$ cat src/rtl/crm_seq_pkg.sv
package crm_seq_pkg;
  typedef enum logic [1:0] {
    ST_IDLE = 2'd0,
    ST_ARM  = 2'd1,
    ST_ON   = 2'd2
  } crm_state_e;

  localparam int INH_LOCKOUT = 0;
  localparam int INH_OVERV   = 1;
  localparam int INH_DISABLE = 2;
  localparam int INH_THERMAL = 3;
  localparam int INH_N       = 4;
endpackage

$ cat src/rtl/crm_zcd_edge.sv
module crm_zcd_edge (
  input  logic clk,
  input  logic rst_n,
  input  logic cmp_async,
  output logic fall
);
  logic meta_q, sync_q, prev_q;

  always_ff @(posedge clk or negedge rst_n) begin
    if (!rst_n) begin
      meta_q <= 1'b0;
      sync_q <= 1'b0;
      prev_q <= 1'b0;
    end else begin
      meta_q <= cmp_async;
      sync_q <= meta_q;
      prev_q <= sync_q;
    end
  end

  assign fall = prev_q & ~sync_q;
endmodule

$ cat src/rtl/crm_ramp.sv
module crm_ramp #(
  parameter int COMP_W   = 8,
  parameter int COMP_MIN = 20,
  parameter int COMP_MAX = 130,
  parameter int TICK_DIV = 377
) (
  input  logic              clk,
  input  logic              rst_n,
  input  logic              start,
  input  logic              run,
  input  logic [COMP_W-1:0] comp_code,
  output logic              done
);
  localparam logic [COMP_W-1:0] MIN_C = COMP_W'(COMP_MIN);
  localparam logic [COMP_W-1:0] MAX_C = COMP_W'(COMP_MAX);

  logic [COMP_W-1:0] ramp_q;
  logic [COMP_W-1:0] level;
  logic              step;

  generate
    if (TICK_DIV == 1) begin : g_direct
      assign step = run;
    end else begin : g_prescale
      localparam int TW = $clog2(TICK_DIV);
      logic [TW-1:0] tick_q;
      always_ff @(posedge clk or negedge rst_n) begin
        if (!rst_n)                            tick_q <= '0;
        else if (start || !run)                tick_q <= '0;
        else if (tick_q == TW'(TICK_DIV - 1))  tick_q <= '0;
        else                                   tick_q <= tick_q + 1'b1;
      end
      assign step = run && !start && (tick_q == TW'(TICK_DIV - 1));
    end
  endgenerate

  always_ff @(posedge clk or negedge rst_n) begin
    if (!rst_n)                       ramp_q <= MIN_C;
    else if (start)                   ramp_q <= MIN_C;
    else if (step && ramp_q != MAX_C) ramp_q <= ramp_q + 1'b1;
  end

  assign level = (comp_code > MAX_C) ? MAX_C : comp_code;
  assign done  = (ramp_q >= level);
endmodule

$ cat src/rtl/crm_interval_timers.sv
module crm_interval_timers #(
  parameter int BLANK_CYC   = 330,
  parameter int RESTART_CYC = 15000
) (
  input  logic clk,
  input  logic rst_n,
  input  logic gate_rise,
  input  logic off_run,
  output logic blank_open,
  output logic restart_due
);
  localparam int BW = $clog2(BLANK_CYC + 1);
  localparam int OW = $clog2(RESTART_CYC);
  localparam logic [BW-1:0] BLANK_C = BW'(BLANK_CYC);
  localparam logic [OW-1:0] LAST_C  = OW'(RESTART_CYC - 1);

  logic [BW-1:0] since_q;
  logic [OW-1:0] off_q;

  always_ff @(posedge clk or negedge rst_n) begin
    if (!rst_n)                 since_q <= BLANK_C;
    else if (gate_rise)         since_q <= '0;
    else if (since_q != BLANK_C) since_q <= since_q + 1'b1;
  end

  always_ff @(posedge clk or negedge rst_n) begin
    if (!rst_n)              off_q <= '0;
    else if (!off_run)       off_q <= '0;
    else if (off_q != LAST_C) off_q <= off_q + 1'b1;
  end

  assign blank_open  = (since_q == BLANK_C);
  assign restart_due = off_run && (off_q == LAST_C);
endmodule

$ cat src/rtl/crm_gate_sequencer.sv
module crm_gate_sequencer
  import crm_seq_pkg::*;
#(
  parameter int COMP_W      = 8,
  parameter int COMP_MIN    = 20,
  parameter int COMP_MAX    = 130,
  parameter int TICK_DIV    = 377,
  parameter int BLANK_CYC   = 330,
  parameter int RESTART_CYC = 15000,
  parameter int TURNON_DLY  = 15
) (
  input  logic              clk,
  input  logic              rst_n,
  input  logic              zcd_cmp,
  input  logic              ocp_flag,
  input  logic [COMP_W-1:0] comp_code,
  input  logic [3:0]        inhibit,
  output logic              gate,
  output logic              zcd_drop,
  output logic              restart_fire,
  output logic              ocp_end
);
  localparam int DW = (TURNON_DLY > 1) ? $clog2(TURNON_DLY) : 1;
  localparam logic [COMP_W-1:0] MIN_C = COMP_W'(COMP_MIN);

  crm_state_e state_q, state_d;
  logic [DW-1:0] dly_q;
  logic fall, blank_open, restart_due, ramp_done;
  logic run_ok, any_inh, enter_on;
  logic drop_d, restart_d, ocp_d;

  crm_zcd_edge u_edge (
    .clk(clk), .rst_n(rst_n), .cmp_async(zcd_cmp), .fall(fall)
  );

  crm_interval_timers #(.BLANK_CYC(BLANK_CYC), .RESTART_CYC(RESTART_CYC)) u_timers (
    .clk(clk), .rst_n(rst_n), .gate_rise(enter_on),
    .off_run(state_q == ST_IDLE && run_ok),
    .blank_open(blank_open), .restart_due(restart_due)
  );

  crm_ramp #(.COMP_W(COMP_W), .COMP_MIN(COMP_MIN), .COMP_MAX(COMP_MAX),
             .TICK_DIV(TICK_DIV)) u_ramp (
    .clk(clk), .rst_n(rst_n), .start(enter_on), .run(state_q == ST_ON),
    .comp_code(comp_code), .done(ramp_done)
  );

  assign any_inh = |inhibit;
  assign run_ok  = !any_inh && (comp_code >= MIN_C);

  always_comb begin
    state_d   = state_q;
    restart_d = 1'b0;
    ocp_d     = 1'b0;
    drop_d    = fall && !blank_open;
    unique case (state_q)
      ST_IDLE: begin
        if (run_ok) begin
          if (fall && blank_open) state_d = ST_ARM;
          else if (restart_due) begin
            state_d   = ST_ON;
            restart_d = 1'b1;
          end
        end
      end
      ST_ARM: begin
        if (!run_ok)                             state_d = ST_IDLE;
        else if (dly_q == DW'(TURNON_DLY - 1))   state_d = ST_ON;
      end
      ST_ON: begin
        if (any_inh) state_d = ST_IDLE;
        else if (ocp_flag) begin
          state_d = ST_IDLE;
          ocp_d   = 1'b1;
        end else if (ramp_done) state_d = ST_IDLE;
      end
      default: state_d = ST_IDLE;
    endcase
  end

  assign enter_on = (state_d == ST_ON) && (state_q != ST_ON);

  always_ff @(posedge clk or negedge rst_n) begin
    if (!rst_n) begin
      state_q      <= ST_IDLE;
      dly_q        <= '0;
      zcd_drop     <= 1'b0;
      restart_fire <= 1'b0;
      ocp_end      <= 1'b0;
    end else begin
      state_q      <= state_d;
      dly_q        <= (state_q == ST_ARM) ? dly_q + 1'b1 : '0;
      zcd_drop     <= drop_d;
      restart_fire <= restart_d;
      ocp_end      <= ocp_d;
    end
  end

  assign gate = (state_q == ST_ON);
endmodule

$ cat config.mk
export PLATFORM = sky130hd
export DESIGN_NAME = crm_gate_sequencer
export DESIGN_NICKNAME = d
export VERILOG_FILES = /design/src/rtl/crm_seq_pkg.sv /design/src/rtl/crm_zcd_edge.sv /design/src/rtl/crm_ramp.sv /design/src/rtl/crm_interval_timers.sv /design/src/rtl/crm_gate_sequencer.sv
export SDC_FILE = /design/constraint.sdc
export NUM_CORES = 1
export LEC_CHECK = 0
export ABC_AREA = 0
export BUFFER_PORTS_ARGS = -buffer_cell sky130_fd_sc_hd__buf_2
export CORE_MARGIN = 2
export CORE_UTILIZATION = 54
export CTS_CLUSTER_SIZE = 25
export DETAILED_ROUTE_END_ITERATION = 16
export PLACE_DENSITY = 0.72
export SYNTH_ARGS = -nofsm -noshare
export SYNTH_HDL_FRONTEND = slang
export SYNTH_SLANG_ARGS = --single-unit
$ cat constraint.sdc
create_clock -name clk -period 2.1 [get_ports clk]
set_input_delay 0.105 -clock clk [delete_from_list [all_inputs] [get_ports clk]]
set_output_delay 0.105 -clock clk [all_outputs]
set_load 0.01 [all_outputs]
==> impl_results.md, run 1 <==
- Outcome: finished, final reports clean
- Leakage: 1.397 nW
- Rel. slew slack: 0.5726
- Routed WL per cell: 12.96 um
- Synthesized Nets: approximately 310
- Synth cell types: 46
- Core area: 5042 um2
- Routability cong.: slightly below 0.8
- Synthesized area: 2769 um2
- VDD IR-drop max: roughly 0.00034 V
- Nets: 345
- Peak Freq: roughly 0.50 GHz
- Die H: about 76 um
- Die X: 75.61 um
- Crit path cell chain: or3b_2, nor4_4, o41ai_4, or3b_1, a21oi_1
- Yosys warnings: 0
- R2R cell count: 5
- Pwr/cell area: 670.8 nW/um2
- Reg-to-Reg End: u_ramp.ramp_q[3]
- Final worst clock skew: 0.004738 ns
- CP top delay family: simple AND/OR/NAND/NOR gates
- # port buffers: 19
- IO Count: 20
- WHS: between 0.04 and 0.05 ns
- Clk sinks: 52
- Area Overhead vs Synth: 14.05%
- Post-synth ARST share: 1.000
- Num rows: 26
- DRT antenna net count: 0
- Antenna violations before repair: 0
- Layout cells sized above 1: 0.1693
- RSZ-0062 raised after global routing: yes
- Hold Crit Class: in -> reg
- HPWL after detailed placement: about 3500 um
- # setup viols final: 0
- Critical Path AT: 2.22 ns
- CTS tree: done
- Worst Tran Pin Value: 0.6411 ns
- CTS clock-pin slew for the worst setup and hold paths: 0.09 ns
- Crit Path Max Fanout: 5
- Final WS setup: 0.1109 ns
- Global-route wire length before repair: about 8500 um
- Starting Density: 0.5491
- Remaining global-route overflow: 0
- Full die area: ~5700 um2
- Number of buffers created by CTS: 5
- Total GRT Usage: 0.1949
- Synthesized flop and latch total: 52
- Buf/Inv on CP: 0
- Flop-to-flop setup slack: 0.11 ns
- Critical-path top delay cell: or3b_2
- Fin. max-slew vios: 0
- Synth Area per Inst: between 10 and 15 um2
- Worst R2R Start: u_ramp.g_prescale.tick_q[2]
- Hold Startpoint: ocp_flag
- CP Launch Type: flop
- Ys flop type: dfrtp_1
- Minimum clock period: a little under 2 ns
- Clock Tree Root: clkbuf_8
- DR vias/cell: around 5.3
- Sequential element share of the synthesized area: 0.4727
- Critical path capture point type: flop
- Clock Latency Late Sink: 0.30 ns
- Antenna cells: 0
- Routed vias: 2033
- Maxcap violations: 0
- Crit-path max cell delay: approximately 0.53 ns
- Vias in the first global route: ~2000
- EDFF count, synth: 0
- Worst Hold Depth: 3
- Clock tree buffer depth: 2
- Post-synthesis cell count: between 200 and 300
- DR iter-0 viols: 70
- H-tree levels: 2
- Largest net degree at the start of global routing: 53
- Number of remaining DRC errors: 0
- Data required, critical path: between 2 and 2.5 ns
- Hold Violations, Final: 0
- WHS Endpoint: ocp_end
- Pre-antenna DRT Iters: 4
- Final critical-path share of the clock period: 0.9472
- Routed wire length: about 5000 um
- DP Worst Slack: 0.09840 ns
- Kind of critical path: reg -> reg
==> cells in the mapped netlist (2+ instances only) <==
cell	instances	area, um2
dfrtp_1	46	1151
nor2_1	41	153.9
nand2_1	20	75.07
xor2_1	20	175.2
ha_1	17	212.7
inv_1	12	45.04
nand3_1	12	60.06
xnor2_1	10	87.58
and3_1	9	56.30
nand4_1	9	56.30
a21oi_1	7	35.03
dfstp_2	6	157.7
nand2b_1	6	37.54
nor3_1	6	30.03
o21ai_0	6	30.03
or3_1	5	31.28
nor2b_1	4	25.02
and2_1	3	18.77
mux2i_1	3	30.03
nor4_1	3	18.77
a2111oi_0	2	17.52
a211oi_1	2	15.01
nand4bb_1	2	22.52
==> per-layer routing <==
layer | GRT usage | vias to the layer above | wire length [um]
met2 | 0.3411 | 18 | 2528
met3 | 0.03042 | 9 | 88
met1 | 0.2410 | 987 | 2261
met5 | 0 | - | 0
met4 | 0.07797 | 0 | 87
li1 | - | 1019 | -
==> worst max-delay path by stage <==
| stage | from | endpoint | slack, ns | cells past startpoint |
|---|---|---|---|---|
| floorplan | u_timers.off_q[8] | u_ramp.ramp_q[7] | 0.12 | 7 |
| global placement | u_timers.since_q[1] | u_ramp.ramp_q[2] | 0.11 | 8 |
| detailed placement | u_ramp.g_prescale.tick_q[2] | u_ramp.ramp_q[3] | 0.1 | 5 |
| CTS | u_ramp.g_prescale.tick_q[2] | u_ramp.ramp_q[3] | 0.07 | 5 |
| global route | u_ramp.g_prescale.tick_q[2] | u_ramp.ramp_q[3] | -0.0008 | 5 |
| finish | u_ramp.g_prescale.tick_q[2] | u_ramp.ramp_q[3] | 0.11 | 5 |
==> sequential cells by signal, summed over array words and instances (netlist names) <==
signal / cells
zcd_drop: 1
u_ramp.g_prescale.tick_q: 9
u_edge.prev_q: 1
u_timers.off_q: 14
restart_fire: 1
u_ramp.ramp_q: 8
u_timers.since_q: 9
u_edge.sync_q: 1
ocp_end: 1
dly_q: 4
state_q: 2
u_edge.meta_q: 1
==> worst register-to-register path: stages (launching register included) <==
cell	delay, ns
dfrtp_1	0.43
or3b_2	0.53
nor4_4	0.25
o41ai_4	0.18
or3b_1	0.39
a21oi_1	0.14
==> kinds of logic after synthesis <==
| logic type | Yosys count | share of synthesized area |
|---|---|---|
| AOI/OAI and AO/OA | 23 | 0.05649 |
| xor gates and xnor gates | 30 | 0.09489 |
| adders and majority gates | 17 | 0.07682 |
| buffers and inverters | 16 | 0.02891 |
| DFF | 52 | 0.4727 |
| muxes | 3 | 0.01085 |
| and+or+nand+nor | 133 | 0.2594 |
==> final cells by class <==
class / instances / area (um2)
Multi-Input combinational cell: 206 / 1406
Tap cell: 70 / 87.58
Clock buffer: 8 / 90.09
Timing Repair Buffer: 35 / 220.2
Inverter: 12 / 45.04
Fill cell: 406 / 1884
Sequential cell: 52 / 1309
==> stage by stage <==
step / instances / util / instance area (um2) / total power [mW] / setup TNS, ns
2_1_floorplan: 274 / - / 2769 / 1.421 / 0
5_1_grt: 383 / 0.6263 / 3158 / 2.240 / -0.0008027
6_report: 383 / 0.6263 / 3158 / 2.118 / 0
4_1_cts: 382 / 0.6196 / 3124 / 2.135 / 0
3_3_place_gp: 372 / 0.5978 / 3014 / 1.535 / 0
3_5_place_dp: 372 / 0.5978 / 3014 / 1.545 / 0
==> power breakdown <==
| group | switching [mW] | internal (mW) |
|---|---|---|
| sequential | 0.0842 | 1.13 |
| combinational | 0.176 | 0.157 |
| clock | 0.306 | 0.269 |
| total | 0.567 | 1.55 |
==> cells in the final DEF (no fill, tap or decap), drive strengths merged, types with 3 or more instances in the layout <==
cell | netlist | final
nor2 | 41 | 41
dfrtp | 46 | 46
xnor2 | 10 | 10
buf | 3 | 33
nand4 | 9 | 9
nor4 | 5 | 5
ha | 17 | 17
nand2b | 6 | 6
inv | 12 | 12
clkbuf | 1 | 8
or3 | 5 | 5
mux2i | 3 | 3
nor2b | 4 | 4
a21oi | 7 | 7
nand2 | 20 | 20
o21ai | 6 | 6
xor2 | 20 | 20
nand3 | 12 | 12
and2 | 3 | 3
and3 | 9 | 9
nor3 | 6 | 6
dfstp | 6 | 6
==> repair_timing <==
item | CTS | global route
hold buffers | 2 | 0
endpoints found under the hold margin | 47 | 0
buffers inserted | 0 | 1
gates resized for setup | 0 | 3
setup endpoints to repair | 0 | 4
No activity file was read; power rests on OpenSTA's default activity.
==> inputs of run 2 (changes only) <==
--- a/config.mk
+++ b/config.mk
@@ -8,10 +8,10 @@
 export ABC_AREA = 0
 export BUFFER_PORTS_ARGS = -buffer_cell sky130_fd_sc_hd__buf_2
 export CORE_MARGIN = 2
-export CORE_UTILIZATION = 54
+export CORE_UTILIZATION = 60
 export CTS_CLUSTER_SIZE = 25
 export DETAILED_ROUTE_END_ITERATION = 16
-export PLACE_DENSITY = 0.72
+export PLACE_DENSITY = 0.76
 export SYNTH_ARGS = -nofsm -noshare
 export SYNTH_HDL_FRONTEND = slang
 export SYNTH_SLANG_ARGS = --single-unit
==> constraint.sdc (replaced) <==
create_clock -name clk -period 2.05 [get_ports clk]
set_input_delay 0.1025 -clock clk [delete_from_list [all_inputs] [get_ports clk]]
set_output_delay 0.1025 -clock clk [all_outputs]
set_load 0.01 [all_outputs]
==> impl_results.md, run 2 (same netlist as run 1, synthesis figures left out) <==
- Layout cells sized above 1: 0.1778 (+0.008449)
- Full die area: 5174 um2 (-9.5%)
- Rel. slew slack: 0.6715 (+0.09886)
- Critical path launch point: u_timers.since_q[5]
- WHS Endpoint: ocp_end
- Reg-to-Reg End: u_ramp.ramp_q[2]
- Die X: 71.93 um (-4.9%)
- Buf/Inv on CP: 2 (+2)
- Clock Tree Root: clkbuf_8
- CTS tree: done
- Largest net degree at the start of global routing: 24 (-55%)
- # port buffers: 19 (unchanged)
- CP Launch Type: flop
- Hold Crit Class: in -> reg
- Routability cong.: 0.8330 (+6.2%)
- Routed vias: 2088 (+2.7%)
- Clock tree buffer depth: 2 (unchanged)
- # setup viols final: 0 (unchanged)
- Final critical-path share of the clock period: 0.9645 (+0.01730)
- Starting Density: 0.6273 (+0.07814)
- Util after Layout: 0.7154 (+0.08912)
- Maxcap violations: 0 (unchanged)
- Max FFs per register: 14 (unchanged)
- Setup TNS: 0 ns (unchanged)
- Vias in the first global route: 1933 (-2.3%)
- Crit path cell chain: or2_2, nor4_2, buf_4, nor3b_2, or2_1, buf_6, or3_1
- Outcome: finished, final reports clean
- Flop-to-flop setup slack: 0.07 ns (-0.04 ns)
- Worst Hold Depth: 3 (unchanged)
- Clk sinks: 52 (unchanged)
- Number of buffers created by CTS: 5 (unchanged)
- Core area: 4414 um2 (-12%)
- Hold Violations, Final: 0 (unchanged)
- CP top delay family: simple AND/OR/NAND/NOR gates
- Die H: 71.93 um (-4.9%)
- VDD IR-drop max: 0.0006059 V (+80%)
- Critical Path AT: 2.20 ns (-0.02 ns)
- Largest regs: u_timers.off_q (14), u_ramp.g_prescale.tick_q (9), u_timers.since_q (9)
- Num rows: 24 (-7.7%)
- DR vias/cell: 5.689 (+7.2%)
- Remaining global-route overflow: 0 (unchanged)
- Fin. max-slew vios: 0 (unchanged)
- Clock Latency Late Sink: 0.31 ns (about the same)
- Most frequent cells in the layout: dfrtp_1, nor2_1, nand2_1, xor2_1, buf_2
- IO Count: 20 (unchanged)
- Total GRT Usage: 0.2121 (+0.01729)
- H-tree levels: 2 (unchanged)
- Top reg by flops: u_timers.off_q
- Leakage: 1.408 nW (+0.80%)
- HPWL after detailed placement: 3607 um (+1.6%)
- Number of remaining DRC errors: 0 (unchanged)
- Crit-path max cell delay: 0.41 ns (-0.12 ns)
- Crit Path Max Fanout: 9 (+4)
- Pre-antenna DRT Iters: 4 (unchanged)
- R2R cell count: 7 (+2)
- Hold Startpoint: ocp_flag
- Peak Freq: 0.5058 GHz (+0.60%)
- Worst Tran Pin Value: 0.4928 ns (-0.1483 ns)
- Routed WL per cell: 13.77 um (+6.2%)
- Kind of critical path: reg -> reg
- Antenna violations before repair: 0 (unchanged)
- Routed wire length: 5053 um (+1.8%)
- Worst R2R Start: u_timers.since_q[5]
- CTS clock-pin slew for the worst setup and hold paths: 0.10 ns (about the same)
- Global-route wire length before repair: 8618 um (+0.81%)
- RSZ-0062 raised after global routing: yes
- Most common cell after layout, fill and taps aside: dfrtp_1
- DR iter-0 viols: 99 (+41%)
- Antenna cells: 0 (unchanged)
- Minimum clock period: 1.977 ns (-0.01189 ns)
- Pwr/cell area: 690.9 nW/um2 (+3.0%)
- Critical path capture point type: flop
- Area Overhead vs Synth: 14.05% (unchanged)
- Nets: 347 (+0.58%)
- DRT antenna net count: 0 (unchanged)
- Critical-path top delay cell: dfrtp_1
- Final worst clock skew: 0.01564 ns (+0.01090 ns)
- Data required, critical path: 2.27 ns (-0.06 ns)
run 2: layout make-up:
| type | count | area, um2 |
|---|---|---|
| clock buffer | 7 | 86.33 |
| multi-input combinational | 206 | 1406 |
| timing repair buffer | 37 | 239.0 |
| tap | 52 | 65.06 |
| clock inverter | 1 | 7.507 |
| sequential | 52 | 1309 |
| fill | 332 | 1256 |
| inverter | 12 | 45.04 |
run 2: how the worst max path moves through the flow:
stage	to	slack, ns	cells past startpoint
after CTS	u_ramp.ramp_q[2]	0.03	8
final	u_ramp.ramp_q[2]	0.07	7
after global placement	u_ramp.ramp_q[2]	0.04	8
after detailed placement	u_ramp.ramp_q[2]	0.01	8
after floorplan	u_ramp.ramp_q[7]	0.07	7
after global routing	u_ramp.ramp_q[2]	-0.01	8
run 2: timing repair:
item | 4_1_cts | 5_1_grt
buffers inserted | 0 | 1
hold endpoints to repair | 21 | 0
pin swaps | 0 | 1
endpoints found under the setup margin | 1 | 3
hold buffers | 2 | 0
resized for setup | 1 | 3
run 2: worst reg2reg max path: cells and delay by family (launching register included):
kind	cells	cell delay [ns]
AND/OR/NAND/NOR	5	1.20
buffers and inverters	2	0.29
flip-flops	1	0.41
run 2: through the flow:
| stage | hold slack [ns] | std cells | area [um2] | setup slack (ns) | power, mW |
|---|---|---|---|---|---|
| finish | 0.007739 | 367 | 3158 | 0.07283 | 2.182 |
| global route | 0.02522 | 367 | 3158 | -0.01193 | 2.291 |
| CTS | 0.005507 | 366 | 3127 | 0.02525 | 2.187 |
| detailed placement | 0.1001 | 356 | 3007 | 0.01434 | 1.582 |
| global placement | 0.09212 | 356 | 3007 | 0.03919 | 1.570 |
| floorplan | -0.1931 | 274 | 2769 | 0.06721 | 1.456 |
run 2: layer usage:
layer	share of wire	wire length (um)	vias to the layer above	GRT usage
li1	-	-	1019	-
met1	0.50	2524	1029	0.3007
met2	0.46	2318	33	0.3313
met3	0.030	151	7	0.04306
met4	0.011	58	0	0.06918
met5	0	0	-	0
run 2: power by group:
group          total, mW  switching, mW  leakage (nW)  internal [mW]
logic              0.332          0.171         0.704          0.161
clock network      0.609          0.334        0.0445          0.275
registers           1.24         0.0883         0.660           1.15
total               2.18          0.593          1.41           1.59
